[config.mk]
export PLATFORM = sky130hd
export DESIGN_NAME = irq_tailchain_ctrl
export DESIGN_NICKNAME = d
export VERILOG_FILES = /design/src/rtl/intc_pkg.sv /design/src/rtl/intc_srcregs.sv /design/src/rtl/intc_arbiter.sv /design/src/rtl/intc_ctxstack.sv /design/src/rtl/irq_tailchain_ctrl.sv
export SDC_FILE = /design/constraint.sdc
export NUM_CORES = 1
export LEC_CHECK = 0
export BUFFER_PORTS_ARGS = -buffer_cell sky130_fd_sc_hd__clkbuf_2
export CAP_MARGIN = 10
export CELL_PAD_IN_SITES_DETAIL_PLACEMENT = 2
export CELL_PAD_IN_SITES_GLOBAL_PLACEMENT = 2
export CORE_ASPECT_RATIO = 1.25
export CORE_UTILIZATION = 30
export CTS_CLUSTER_DIAMETER = 60
export DETAILED_ROUTE_END_ITERATION = 12
export GPL_TIMING_DRIVEN = 0
export MAX_ROUTING_LAYER = met4
export PLACE_DENSITY = 0.67
export RECOVER_POWER = 50
export SLEW_MARGIN = 5
export SYNTH_ARGS = -nofsm -noshare
export SYNTH_HDL_FRONTEND = slang
export SYNTH_SLANG_ARGS = --single-unit
[constraint.sdc]
create_clock -name clk -period 12.4 [get_ports clk]
set_input_delay 0.62 -clock clk [delete_from_list [all_inputs] [get_ports clk]]
set_output_delay 0.62 -clock clk [all_outputs]
set_load 0.02 [all_outputs]
[src/rtl/intc_pkg.sv]
package intc_pkg;
  typedef enum logic [2:0] {
    PH_THREAD  = 3'd0,
    PH_STACK   = 3'd1,
    PH_RUN     = 3'd2,
    PH_CHAIN   = 3'd3,
    PH_UNSTACK = 3'd4
  } phase_e;

  localparam logic [1:0] CFG_SETEN   = 2'd0;
  localparam logic [1:0] CFG_CLRPEND = 2'd1;
  localparam logic [1:0] CFG_PRIO    = 2'd2;

  localparam int PRIO_W = 2;
  localparam int LEVELS = 4;
endpackage

[src/rtl/intc_srcregs.sv]
module intc_srcregs
  import intc_pkg::*;
#(
  parameter int N_SRC = 8,
  parameter int IDX_W = 3
) (
  input  logic                          clk,
  input  logic                          rst_n,
  input  logic [N_SRC-1:0]              irq_i,
  input  logic                          cfg_we,
  input  logic [1:0]                    cfg_sel,
  input  logic [IDX_W-1:0]              cfg_idx,
  input  logic [N_SRC-1:0]              cfg_wdata,
  input  logic                          take_i,
  input  logic [IDX_W-1:0]              take_idx_i,
  output logic [N_SRC-1:0]              enable_o,
  output logic [N_SRC-1:0]              pending_o,
  output logic [N_SRC-1:0][PRIO_W-1:0]  prio_o
);
  logic [N_SRC-1:0] clr_mask, take_mask, pend_n;

  always_comb begin
    clr_mask  = (cfg_we && cfg_sel == CFG_CLRPEND) ? cfg_wdata : '0;
    take_mask = take_i ? (N_SRC'(1) << take_idx_i) : '0;
    // new requests win over any clear in the same cycle
    pend_n    = (pending_o & ~clr_mask & ~take_mask) | irq_i;
  end

  always_ff @(posedge clk or negedge rst_n) begin
    if (!rst_n) begin
      enable_o  <= '0;
      pending_o <= '0;
    end else begin
      pending_o <= pend_n;
      if (cfg_we && cfg_sel == CFG_SETEN)
        enable_o <= enable_o | cfg_wdata;
    end
  end

  for (genvar g = 0; g < N_SRC; g++) begin : g_level
    always_ff @(posedge clk or negedge rst_n) begin
      if (!rst_n)
        prio_o[g] <= '0;
      else if (cfg_we && cfg_sel == CFG_PRIO && cfg_idx == IDX_W'(g))
        prio_o[g] <= cfg_wdata[PRIO_W-1:0];
    end
  end
endmodule

[src/rtl/intc_arbiter.sv]
module intc_arbiter
  import intc_pkg::*;
#(
  parameter int N_SRC = 8,
  parameter int IDX_W = 3
) (
  input  logic [N_SRC-1:0]              req_i,
  input  logic [N_SRC-1:0][PRIO_W-1:0]  prio_i,
  output logic                          vld_o,
  output logic [IDX_W-1:0]              idx_o,
  output logic [PRIO_W-1:0]             prio_o
);
  // scan from the top index down; "<=" lets lower indices win ties
  always_comb begin
    vld_o  = 1'b0;
    idx_o  = '0;
    prio_o = '1;
    for (int k = N_SRC - 1; k >= 0; k--) begin
      if (req_i[k] && (!vld_o || prio_i[k] <= prio_o)) begin
        vld_o  = 1'b1;
        idx_o  = IDX_W'(k);
        prio_o = prio_i[k];
      end
    end
  end
endmodule

[src/rtl/intc_ctxstack.sv]
module intc_ctxstack #(
  parameter int DEPTH = 4,
  parameter int W     = 16
) (
  input  logic                         clk,
  input  logic                         rst_n,
  input  logic                         push_i,
  input  logic                         pop_i,
  input  logic [W-1:0]                 data_i,
  output logic [W-1:0]                 top_o,
  output logic [$clog2(DEPTH+1)-1:0]   depth_o
);
  localparam int PW = $clog2(DEPTH + 1);
  localparam int IW = $clog2(DEPTH);

  logic [W-1:0] mem [DEPTH];

  assign top_o = (depth_o == '0) ? '0 : mem[IW'(depth_o - PW'(1))];

  always_ff @(posedge clk or negedge rst_n) begin
    if (!rst_n) begin
      depth_o <= '0;
      for (int k = 0; k < DEPTH; k++) mem[k] <= '0;
    end else if (push_i && depth_o != PW'(DEPTH)) begin
      mem[IW'(depth_o)] <= data_i;
      depth_o           <= depth_o + PW'(1);
    end else if (pop_i && depth_o != '0) begin
      depth_o <= depth_o - PW'(1);
    end
  end
endmodule

[src/rtl/irq_tailchain_ctrl.sv]
module irq_tailchain_ctrl
  import intc_pkg::*;
#(
  parameter int N_SRC     = 8,
  parameter int CNT_W     = 8,
  parameter int STACK_CYC = 12,
  parameter int CHAIN_CYC = 6
) (
  input  logic                               clk,
  input  logic                               rst_n,
  input  logic [N_SRC-1:0]                   irq_i,
  input  logic                               cfg_we,
  input  logic [1:0]                         cfg_sel,
  input  logic [(N_SRC>1?$clog2(N_SRC):1)-1:0] cfg_idx,
  input  logic [N_SRC-1:0]                   cfg_wdata,
  input  logic [CNT_W-1:0]                   hdl_cycles_i,
  output logic [2:0]                         phase_o,
  output logic [$clog2(N_SRC+1)-1:0]         active_vec_o,
  output logic [$clog2(N_SRC+1)-1:0]         pend_vec_o,
  output logic [N_SRC-1:0]                   enable_o,
  output logic [N_SRC-1:0]                   pending_o
);
  localparam int IDX_W   = (N_SRC > 1) ? $clog2(N_SRC) : 1;
  localparam int VEC_W   = $clog2(N_SRC + 1);
  localparam int CTX_W   = PRIO_W + 1;
  localparam int FRAME_W = VEC_W + CTX_W + CNT_W;
  localparam int DEP_W   = $clog2(LEVELS + 1);
  localparam logic [CTX_W-1:0] THREAD_LVL = CTX_W'(LEVELS);

  phase_e             phase_q, phase_n;
  logic [VEC_W-1:0]   vec_q, vec_n;
  logic [CTX_W-1:0]   ctxp_q, ctxp_n;
  logic [CNT_W-1:0]   cnt_q, cnt_n;

  logic [N_SRC-1:0][PRIO_W-1:0] prio;
  logic               best_vld;
  logic [IDX_W-1:0]   best_idx;
  logic [PRIO_W-1:0]  best_prio;
  logic [CTX_W-1:0]   best_lvl, ret_lvl;
  logic [VEC_W-1:0]   best_vec;
  logic               take, push, pop;
  logic [FRAME_W-1:0] top_frame;
  logic [DEP_W-1:0]   depth;
  logic [CNT_W-1:0]   body_len;

  intc_srcregs #(.N_SRC(N_SRC), .IDX_W(IDX_W)) u_regs (
    .clk(clk), .rst_n(rst_n), .irq_i(irq_i),
    .cfg_we(cfg_we), .cfg_sel(cfg_sel), .cfg_idx(cfg_idx), .cfg_wdata(cfg_wdata),
    .take_i(take), .take_idx_i(best_idx),
    .enable_o(enable_o), .pending_o(pending_o), .prio_o(prio)
  );

  intc_arbiter #(.N_SRC(N_SRC), .IDX_W(IDX_W)) u_arb (
    .req_i(pending_o & enable_o), .prio_i(prio),
    .vld_o(best_vld), .idx_o(best_idx), .prio_o(best_prio)
  );

  intc_ctxstack #(.DEPTH(LEVELS), .W(FRAME_W)) u_stack (
    .clk(clk), .rst_n(rst_n), .push_i(push), .pop_i(pop),
    .data_i({vec_q, ctxp_q, cnt_q}), .top_o(top_frame), .depth_o(depth)
  );

  assign best_lvl = {1'b0, best_prio};
  assign best_vec = VEC_W'(best_idx) + VEC_W'(1);
  assign ret_lvl  = (depth != '0) ? top_frame[CNT_W +: CTX_W] : THREAD_LVL;
  assign body_len = (hdl_cycles_i == '0) ? CNT_W'(1) : hdl_cycles_i;

  always_comb begin
    phase_n = phase_q;
    vec_n   = vec_q;
    ctxp_n  = ctxp_q;
    cnt_n   = cnt_q - CNT_W'(1);
    take    = 1'b0;
    push    = 1'b0;
    pop     = 1'b0;
    unique case (phase_q)
      PH_THREAD: begin
        cnt_n = cnt_q;
        if (best_vld) begin
          take = 1'b1; phase_n = PH_STACK;
          vec_n = best_vec; ctxp_n = best_lvl; cnt_n = CNT_W'(STACK_CYC);
        end
      end
      PH_STACK, PH_CHAIN: begin
        if (cnt_q == CNT_W'(1)) begin
          phase_n = PH_RUN; cnt_n = body_len;
        end
      end
      PH_RUN: begin
        if (best_vld && best_lvl < ctxp_q) begin
          push = 1'b1; take = 1'b1; phase_n = PH_STACK;
          vec_n = best_vec; ctxp_n = best_lvl; cnt_n = CNT_W'(STACK_CYC);
        end else if (cnt_q == CNT_W'(1)) begin
          if (best_vld && best_lvl < ret_lvl) begin
            take = 1'b1; phase_n = PH_CHAIN;
            vec_n = best_vec; ctxp_n = best_lvl; cnt_n = CNT_W'(CHAIN_CYC);
          end else begin
            phase_n = PH_UNSTACK; cnt_n = CNT_W'(STACK_CYC);
          end
        end
      end
      PH_UNSTACK: begin
        if (cnt_q == CNT_W'(1)) begin
          if (depth != '0) begin
            pop = 1'b1; phase_n = PH_RUN;
            vec_n  = top_frame[FRAME_W-1 -: VEC_W];
            ctxp_n = top_frame[CNT_W +: CTX_W];
            cnt_n  = top_frame[CNT_W-1:0];
          end else begin
            phase_n = PH_THREAD; vec_n = '0; ctxp_n = THREAD_LVL; cnt_n = '0;
          end
        end
      end
      default: begin
        phase_n = PH_THREAD; vec_n = '0; ctxp_n = THREAD_LVL; cnt_n = '0;
      end
    endcase
  end

  always_ff @(posedge clk or negedge rst_n) begin
    if (!rst_n) begin
      phase_q <= PH_THREAD;
      vec_q   <= '0;
      ctxp_q  <= THREAD_LVL;
      cnt_q   <= '0;
    end else begin
      phase_q <= phase_n;
      vec_q   <= vec_n;
      ctxp_q  <= ctxp_n;
      cnt_q   <= cnt_n;
    end
  end

  assign phase_o      = phase_q;
  assign active_vec_o = vec_q;
  assign pend_vec_o   = best_vld ? best_vec : '0;
endmodule

==> results.txt, run 1 <==
----------------------------------------------------
[CTS]
  Number of levels the H-tree was split into ... 4
  Number of clock sinks ... approximately 110
  Clock slew at reported path FFs ... 60 ps
  Inserted Clock Buffers ... 17
  CTS tree ... yes
  CTS root buffer ... sky130_fd_sc_hd__clkbuf_16
  CTS Buffer Depth ... 2
  Insertion delay of the later-clocked pin in the worst-skew pair ... 420 ps

[Drt]
  Wire per inst ... about 22 um
  Final Routed Wirelength ... 21030 um
  First-pass DRT Iterations ... 5
  DRC violation total after the first TritonRoute iteration ... 233
  ANT nets after route ... 0
  Routed via count ... 5100
  Via/cell ratio ... 5.307
  Total DRC errors in the routed layout ... 0

[Logic synthesis]
  Async S/R FF share, synth ... 100.0%
  Per-instance average area after synthesis ... ~11 um^2
  Count of distinct cell types in the synthesized netlist ... 69
  Number of synthesized flops with an enable pin ... 0
  Top flip-flop cell by instance count after synthesis ... sky130_fd_sc_hd__dfrtp_1
  Net count of the mapped netlist ... 650
  Number of warnings reported in the yosys synthesis log ... 0
  Netlist Area Pre-Place ... 6650 um^2
  Number of standard cells after synthesis ... 588
  Post-synthesis register bit count ... 113
  Post-synthesis sequential area ratio ... 42.54%

[GRT]
  GRT overflow ... 0
  Global-route wire length before repair ... 33470 um
  Number of antenna violations at the first check in global routing ... 0
  Largest net degree at the start of global routing ... 59
  Overall track demand over capacity in global routing ... 20.21%
  Via count of the first global-routing pass ... 5883

[Job]
  Maxcap violations ... 2

[Placed design]
  Placed standard-cell area ... 7323 um^2
  Half-perimeter wire length of the detailed placement result ... 15550 um
  Pre-CTS setup slack ... 56.01 ps
  Placer's final routability congestion estimate ... 0.8669
  Count of buffers from port buffering ... 56

[Critical path]
  Critical path required time ... ~13000 ps
  Critical path arrival ... around 12000 ps
  CP Max Fanout ... 8
  Sort of element at the end of the critical path ... flop
  Sort of element at the start of the critical path ... flop
  Most numerous cell on the critical path ... sky130_fd_sc_hd__ha_1
  Kind of critical path ... flop to flop
  Critical-path top delay cell ... sky130_fd_sc_hd__dfrtp_2
  Biggest cell delay along the critical path ... 450 ps

[Final layout]
  Layout-stage area growth over the synthesis result ... 19.83%
  Post-route standard cell area excluding fillers ... ~8000 um^2
  Fill count ... 2306
  Area taken by multi-input logic gates ... around 3600 um^2
  Most common cell after layout, fill and taps aside ... sky130_fd_sc_hd__dfrtp_1
  Count of inserted antenna diode cells ... 0
  Layout cells sized above 1 ... 32.11%
  Layout Nets ... 731
  Sequential cell area in the final layout ... 2831 um^2
  Commonest cells after routing, fill and taps aside ... 110 x sky130_fd_sc_hd__dfrtp_1, 57 x sky130_fd_sc_hd__nand2_1, 56 x sky130_fd_sc_hd__clkbuf_2

[Timing]
  Slew of the pin with the lowest slew margin ... ~3200 ps
  Headroom to the max-slew limit ... -113.6%
  Final hold violation count ... 0
  Setup TNS ... 0 ps
  Number of failing setup endpoints in the final timing report ... 0
  Smallest setup slack after layout ... between 900 and 1000 ps
  Worst setup skew after layout ... 10.74 ps
  Final min period ... 11460 ps
  Final Cycle Share ... between 90 and 100%
  Unrepaired setup endpoints after global routing ... no
  Final slew viol count ... 116
  Highest clock rate ... 0.08729 GHz

[Status]
  Violated checks ... capacitance limit, slew limit
  Status ... finished with violations

[Die]
  Cell Rows ... 60
  Top-Level Pins ... 59
  Die footprint ... 22770 um^2
  Die Span Y ... 168.5 um
  Initial Utilization ... a little under a third
  Die span in x ... 135.2 um
  Core footprint ... around 22000 um^2

[Min path]
  Path category of the worst min-delay check ... input port to flop

----------------------------------------------------
[final timing paths]
check	start	to	slack [ps]	cells after the start
max	u_regs.enable_o[7]	active_vec_o[2]	940	51
min	cfg_wdata[5]	u_regs.enable_o[5]	410	2
max reg2reg	u_regs.enable_o[7]	active_vec_o[2]	940	51
min reg2reg	u_regs.enable_o[1]	u_regs.enable_o[1]	490	1
max in group asynchronous	rst_n	cnt_q[4]	6970	2
min in group asynchronous	rst_n	u_regs.prio_o[4]	1240	1
[repair_timing]
action                                  4_1_cts  5_1_grt
endpoints found under the setup margin        6       90
buffers inserted                              0        4
endpoints found under the hold margin         0        0
hold buffers                                  0        0
gates cloned                                  0        0
pin swaps                                     0        2
resized for setup                             1       11
[registers in the layout, indices dropped and copies added, names as in the netlist]
signal,flops
phase_o,3
u_regs.enable_o,8
cnt_q,8
active_vec_o,4
u_regs.pending_o,8
u_stack.mem,60
u_regs.prio_o,16
ctxp_q,3
u_stack.depth_o,3
[cells in the mapped netlist (5+ instances only)]
cell type                    n  area share [%]
sky130_fd_sc_hd__ha_1       30             5.6
sky130_fd_sc_hd__a21oi_1    28             2.1
sky130_fd_sc_hd__a21o_1     12             1.4
sky130_fd_sc_hd__nor3_1     11            0.83
sky130_fd_sc_hd__o31ai_1     6            0.68
sky130_fd_sc_hd__nor3b_1     5            0.56
sky130_fd_sc_hd__o21ai_0    23             1.7
sky130_fd_sc_hd__dfrtp_1   112              42
sky130_fd_sc_hd__nand2b_1    7            0.66
sky130_fd_sc_hd__clkbuf_1   18             1.0
sky130_fd_sc_hd__mux2_4     39             8.8
sky130_fd_sc_hd__nor2b_1     9            0.85
sky130_fd_sc_hd__inv_1      29             1.6
sky130_fd_sc_hd__a221oi_1    5            0.66
sky130_fd_sc_hd__nor2_1     29             1.6
sky130_fd_sc_hd__mux2_2     42             7.1
sky130_fd_sc_hd__a31oi_1     6            0.56
sky130_fd_sc_hd__mux4_2     15             5.1
sky130_fd_sc_hd__nand2_1    57             3.2
sky130_fd_sc_hd__nand3_1     5            0.38
sky130_fd_sc_hd__and2_1      5            0.47
[routing by layer]
layer	vias up	GRT usage, %	wire length [um]
met1	2690	22.56	8715
met5	-	-	0
met2	69	36.41	11510
met3	25	2.875	397
met4	0	6.986	401
li1	2316	-	-
[logic make-up (layout without fill, tap and decap cells)]
group / count (synthesis) / after routing / share of synthesized area, %
xor+xnor: 6 / 6 / 0.7902
buf+inv: 55 / 149 / 3.593
compound gates: 131 / 131 / 14.11
flops: 113 / 113 / 42.54
simple gates: 154 / 154 / 11.87
mux: 99 / 99 / 21.45
fa+ha+maj: 30 / 30 / 5.644
[critical path: cells and delay by family (launching register included)]
| family | cells | cell delay, ps |
|---|---|---|
| fa+ha+maj | 8 | 2260 |
| flops | 1 | 450 |
| compound gates | 18 | 4560 |
| buf+inv | 3 | 270 |
| mux | 3 | 960 |
| simple gates | 19 | 2820 |
[per-stage QoR]
stage	cells	hold slack (ps)	utilization, %
after detailed placement	925	474.9	33.87
after global routing	961	412.5	36.86
after global placement	923	467.6	33.67
after floorplan	588	324.4	-
final	961	414.5	36.86
after CTS	957	184.6	36.55
[area by class of cell]
type	instances	share of cell area (%)
plain buffers	26	1.633
flip-flops and latches	113	35.53
multi-input cells	420	45.72
clock buffers	17	5.338
well taps	279	4.381
clock inverters	15	1.868
repair buffers	62	4.161
inverters	29	1.366
Power of run 1 is not shown: default switching activity piles up to over one toggle a cycle in this logic, so the estimate is an artifact.
==> inputs of run 2 (changes only) <==
- ABC_AREA: default -> 0
- CORE_UTILIZATION: 30 -> 35
- PLACE_DENSITY: 0.67 -> 0.75
==> run 2 against run 1 <==
Against the previous run: the run ends with DRC, capacitance limit, slew limit left; clock skew up 1.9 ps; die area down 14%; fmax down 1.3%; critical path type unchanged; highest routed layer unchanged.
==> results.txt, run 2 (synthesis results as in run 1) <==
----------------------------------------------------
[Status]
  Status ... finished with violations
  Violated checks ... DRC, capacitance limit, slew limit

[Critical path]
  Start of the worst register-to-register path ... u_regs.enable_o[7]
  Biggest cell delay along the critical path ... 490 ps
  Critical path required time ... ~13000 ps
  Critical path arrival ... 11910 ps
  R2R Setup Slk ... 790 ps
  Sort of element at the end of the critical path ... flop
  Worst setup path startpoint ... u_regs.enable_o[7]
  Critical-path top delay cell ... sky130_fd_sc_hd__dfrtp_1
  Sort of element at the start of the critical path ... flop
  Most numerous cell on the critical path ... sky130_fd_sc_hd__ha_1
  Kind of critical path ... flop to flop
  CP Max Fanout ... 10

[Drt]
  Total DRC errors in the routed layout ... 5
  First-pass DRT Iterations ... 8
  ANT nets after route ... 0
  Routed via count ... 5050
  Final Routed Wirelength ... 21270 um
  DRC violation total after the first TritonRoute iteration ... 168
  Wire per inst ... 23.35 um
  Via/cell ratio ... 5.543

[CTS]
  Number of clock sinks ... 113
  CTS tree ... yes
  Inserted Clock Buffers ... 17
  CTS Buffer Depth ... 2
  CTS root buffer ... sky130_fd_sc_hd__clkbuf_16
  Clock slew at reported path FFs ... roughly 60 ps
  Number of levels the H-tree was split into ... 4
  Insertion delay of the later-clocked pin in the worst-skew pair ... 420 ps

[Final layout]
  Leading registers by flop count ... u_stack.mem: 60 flops, u_regs.prio_o: 16 flops
  Largest Register ... u_stack.mem
  Most common cell after layout, fill and taps aside ... sky130_fd_sc_hd__dfrtp_1
  Layout Nets ... 728
  Count of inserted antenna diode cells ... 0
  Number of flip-flops in the largest register ... 60
  Fill count ... around 1900
  Commonest cells after routing, fill and taps aside ... 112 x sky130_fd_sc_hd__dfrtp_1, 57 x sky130_fd_sc_hd__nand2_1, 57 x sky130_fd_sc_hd__clkbuf_2
  Layout-stage area growth over the synthesis result ... 18.31%
  Layout cells sized above 1 ... approximately a third

[Placed design]
  Count of buffers from port buffering ... 56
  Placer's final routability congestion estimate ... roughly 0.87
  Half-perimeter wire length of the detailed placement result ... 15590 um

[Timing]
  Worst setup skew after layout ... ~13 ps
  Final min period ... between 10000 and 15000 ps
  Setup TNS ... 0 ps
  Headroom to the max-slew limit ... -114.8%
  Number of failing setup endpoints in the final timing report ... 0
  Final Cycle Share ... 93.61%
  Final hold violation count ... 0
  Final slew viol count ... 116
  Slew of the pin with the lowest slew margin ... between 3000 and 4000 ps
  Highest clock rate ... 0.08615 GHz

[Die]
  Cell Rows ... 56
  Die Span Y ... 156.1 um
  Top-Level Pins ... 59
  Die span in x ... 125.3 um
  Die footprint ... 19560 um^2
  Initial Utilization ... ~36%
  Core footprint ... 18710 um^2

[GRT]
  GRT overflow ... 0
  Via count of the first global-routing pass ... 5945
  Global-route wire length before repair ... around 33000 um
  Number of antenna violations at the first check in global routing ... 0
  Largest net degree at the start of global routing ... 59
  Overall track demand over capacity in global routing ... 23.43%

[Min path]
  Path category of the worst min-delay check ... input port to flop
  Startpoint of the most critical hold path ... cfg_wdata[5]

[Job]
  Maxcap violations ... 2

----------------------------------------------------
[run 2: changes by cell type in the layout (fill, tap and decap cells not counted), moves of 2 or more]
cell / change
sky130_fd_sc_hd__buf_4: -2
sky130_fd_sc_hd__dfrtp_1: +2
sky130_fd_sc_hd__inv_6: -4
sky130_fd_sc_hd__dfrtp_2: -2
sky130_fd_sc_hd__clkinvlp_4: +2
[run 2: timing repair]
item	4_1_cts	5_1_grt
resized for setup	1	9
setup endpoints to repair	6	90
setup buffers	0	2
endpoints found under the hold margin	0	0
pin swaps	0	1
hold buffers	0	0
[run 2: final timing paths]
path / end / depth (start not counted)
min: u_regs.enable_o[5] / 2
min in group asynchronous: u_regs.prio_o[5] / 1
min reg2reg: u_regs.enable_o[4] / 1
max in group asynchronous: u_stack.mem[9] / 2
max: u_stack.mem[26] / 50
max reg2reg: u_stack.mem[26] / 50
[run 2: routing by layer]
| layer | part of all wire, % | routed length, um | global-route usage (%) | vias to the layer above |
|---|---|---|---|---|
| met5 | 0 | 0 | - | - |
| li1 | - | - | - | 2319 |
| met3 | 2.3 | 486 | 3.978 | 39 |
| met2 | 55 | 11670 | 42.86 | 86 |
| met1 | 40 | 8448 | 24.73 | 2606 |
| met4 | 3.1 | 666 | 10.51 | 0 |
[run 2: worst max-delay path: cells and delay by family (launching register included)]
family,cells,cell delay [ps]
and+or+nand+nor,18,3370
adders and majority gates,8,2250
AOI/OAI and AO/OA,18,4140
muxes,2,720
DFF,1,490
buffers and inverters,4,490
[run 2: through the flow]
step	hold slack [ps]	instances	util, %	setup WS, ps	area, um^2
floorplan	324.4	588	-	2374	6650
global placement	466.5	876	38.60	731.0	7221
detailed placement	491.5	877	38.79	119.4	7257
CTS	179.4	909	41.87	52.59	7833
global route	408.9	911	42.05	-3.853	7868
finish	426.5	911	42.05	791.8	7868
[run 2: layout make-up]
| type | count | area (um^2) | area share (%) |
|---|---|---|---|
| plain buffers | 26 | 130.1 | 1.654 |
| clock buffers | 18 | 439.2 | 5.582 |
| clock inverters | 14 | 131.4 | 1.670 |
| inverters | 29 | 108.9 | 1.384 |
| multi-input cells | 420 | 3641 | 46.28 |
| flip-flops and latches | 113 | 2829 | 35.96 |
| well taps | 232 | 290.3 | 3.690 |
| repair buffers | 59 | 297.8 | 3.785 |
Power of run 2 is left out for the same reason.
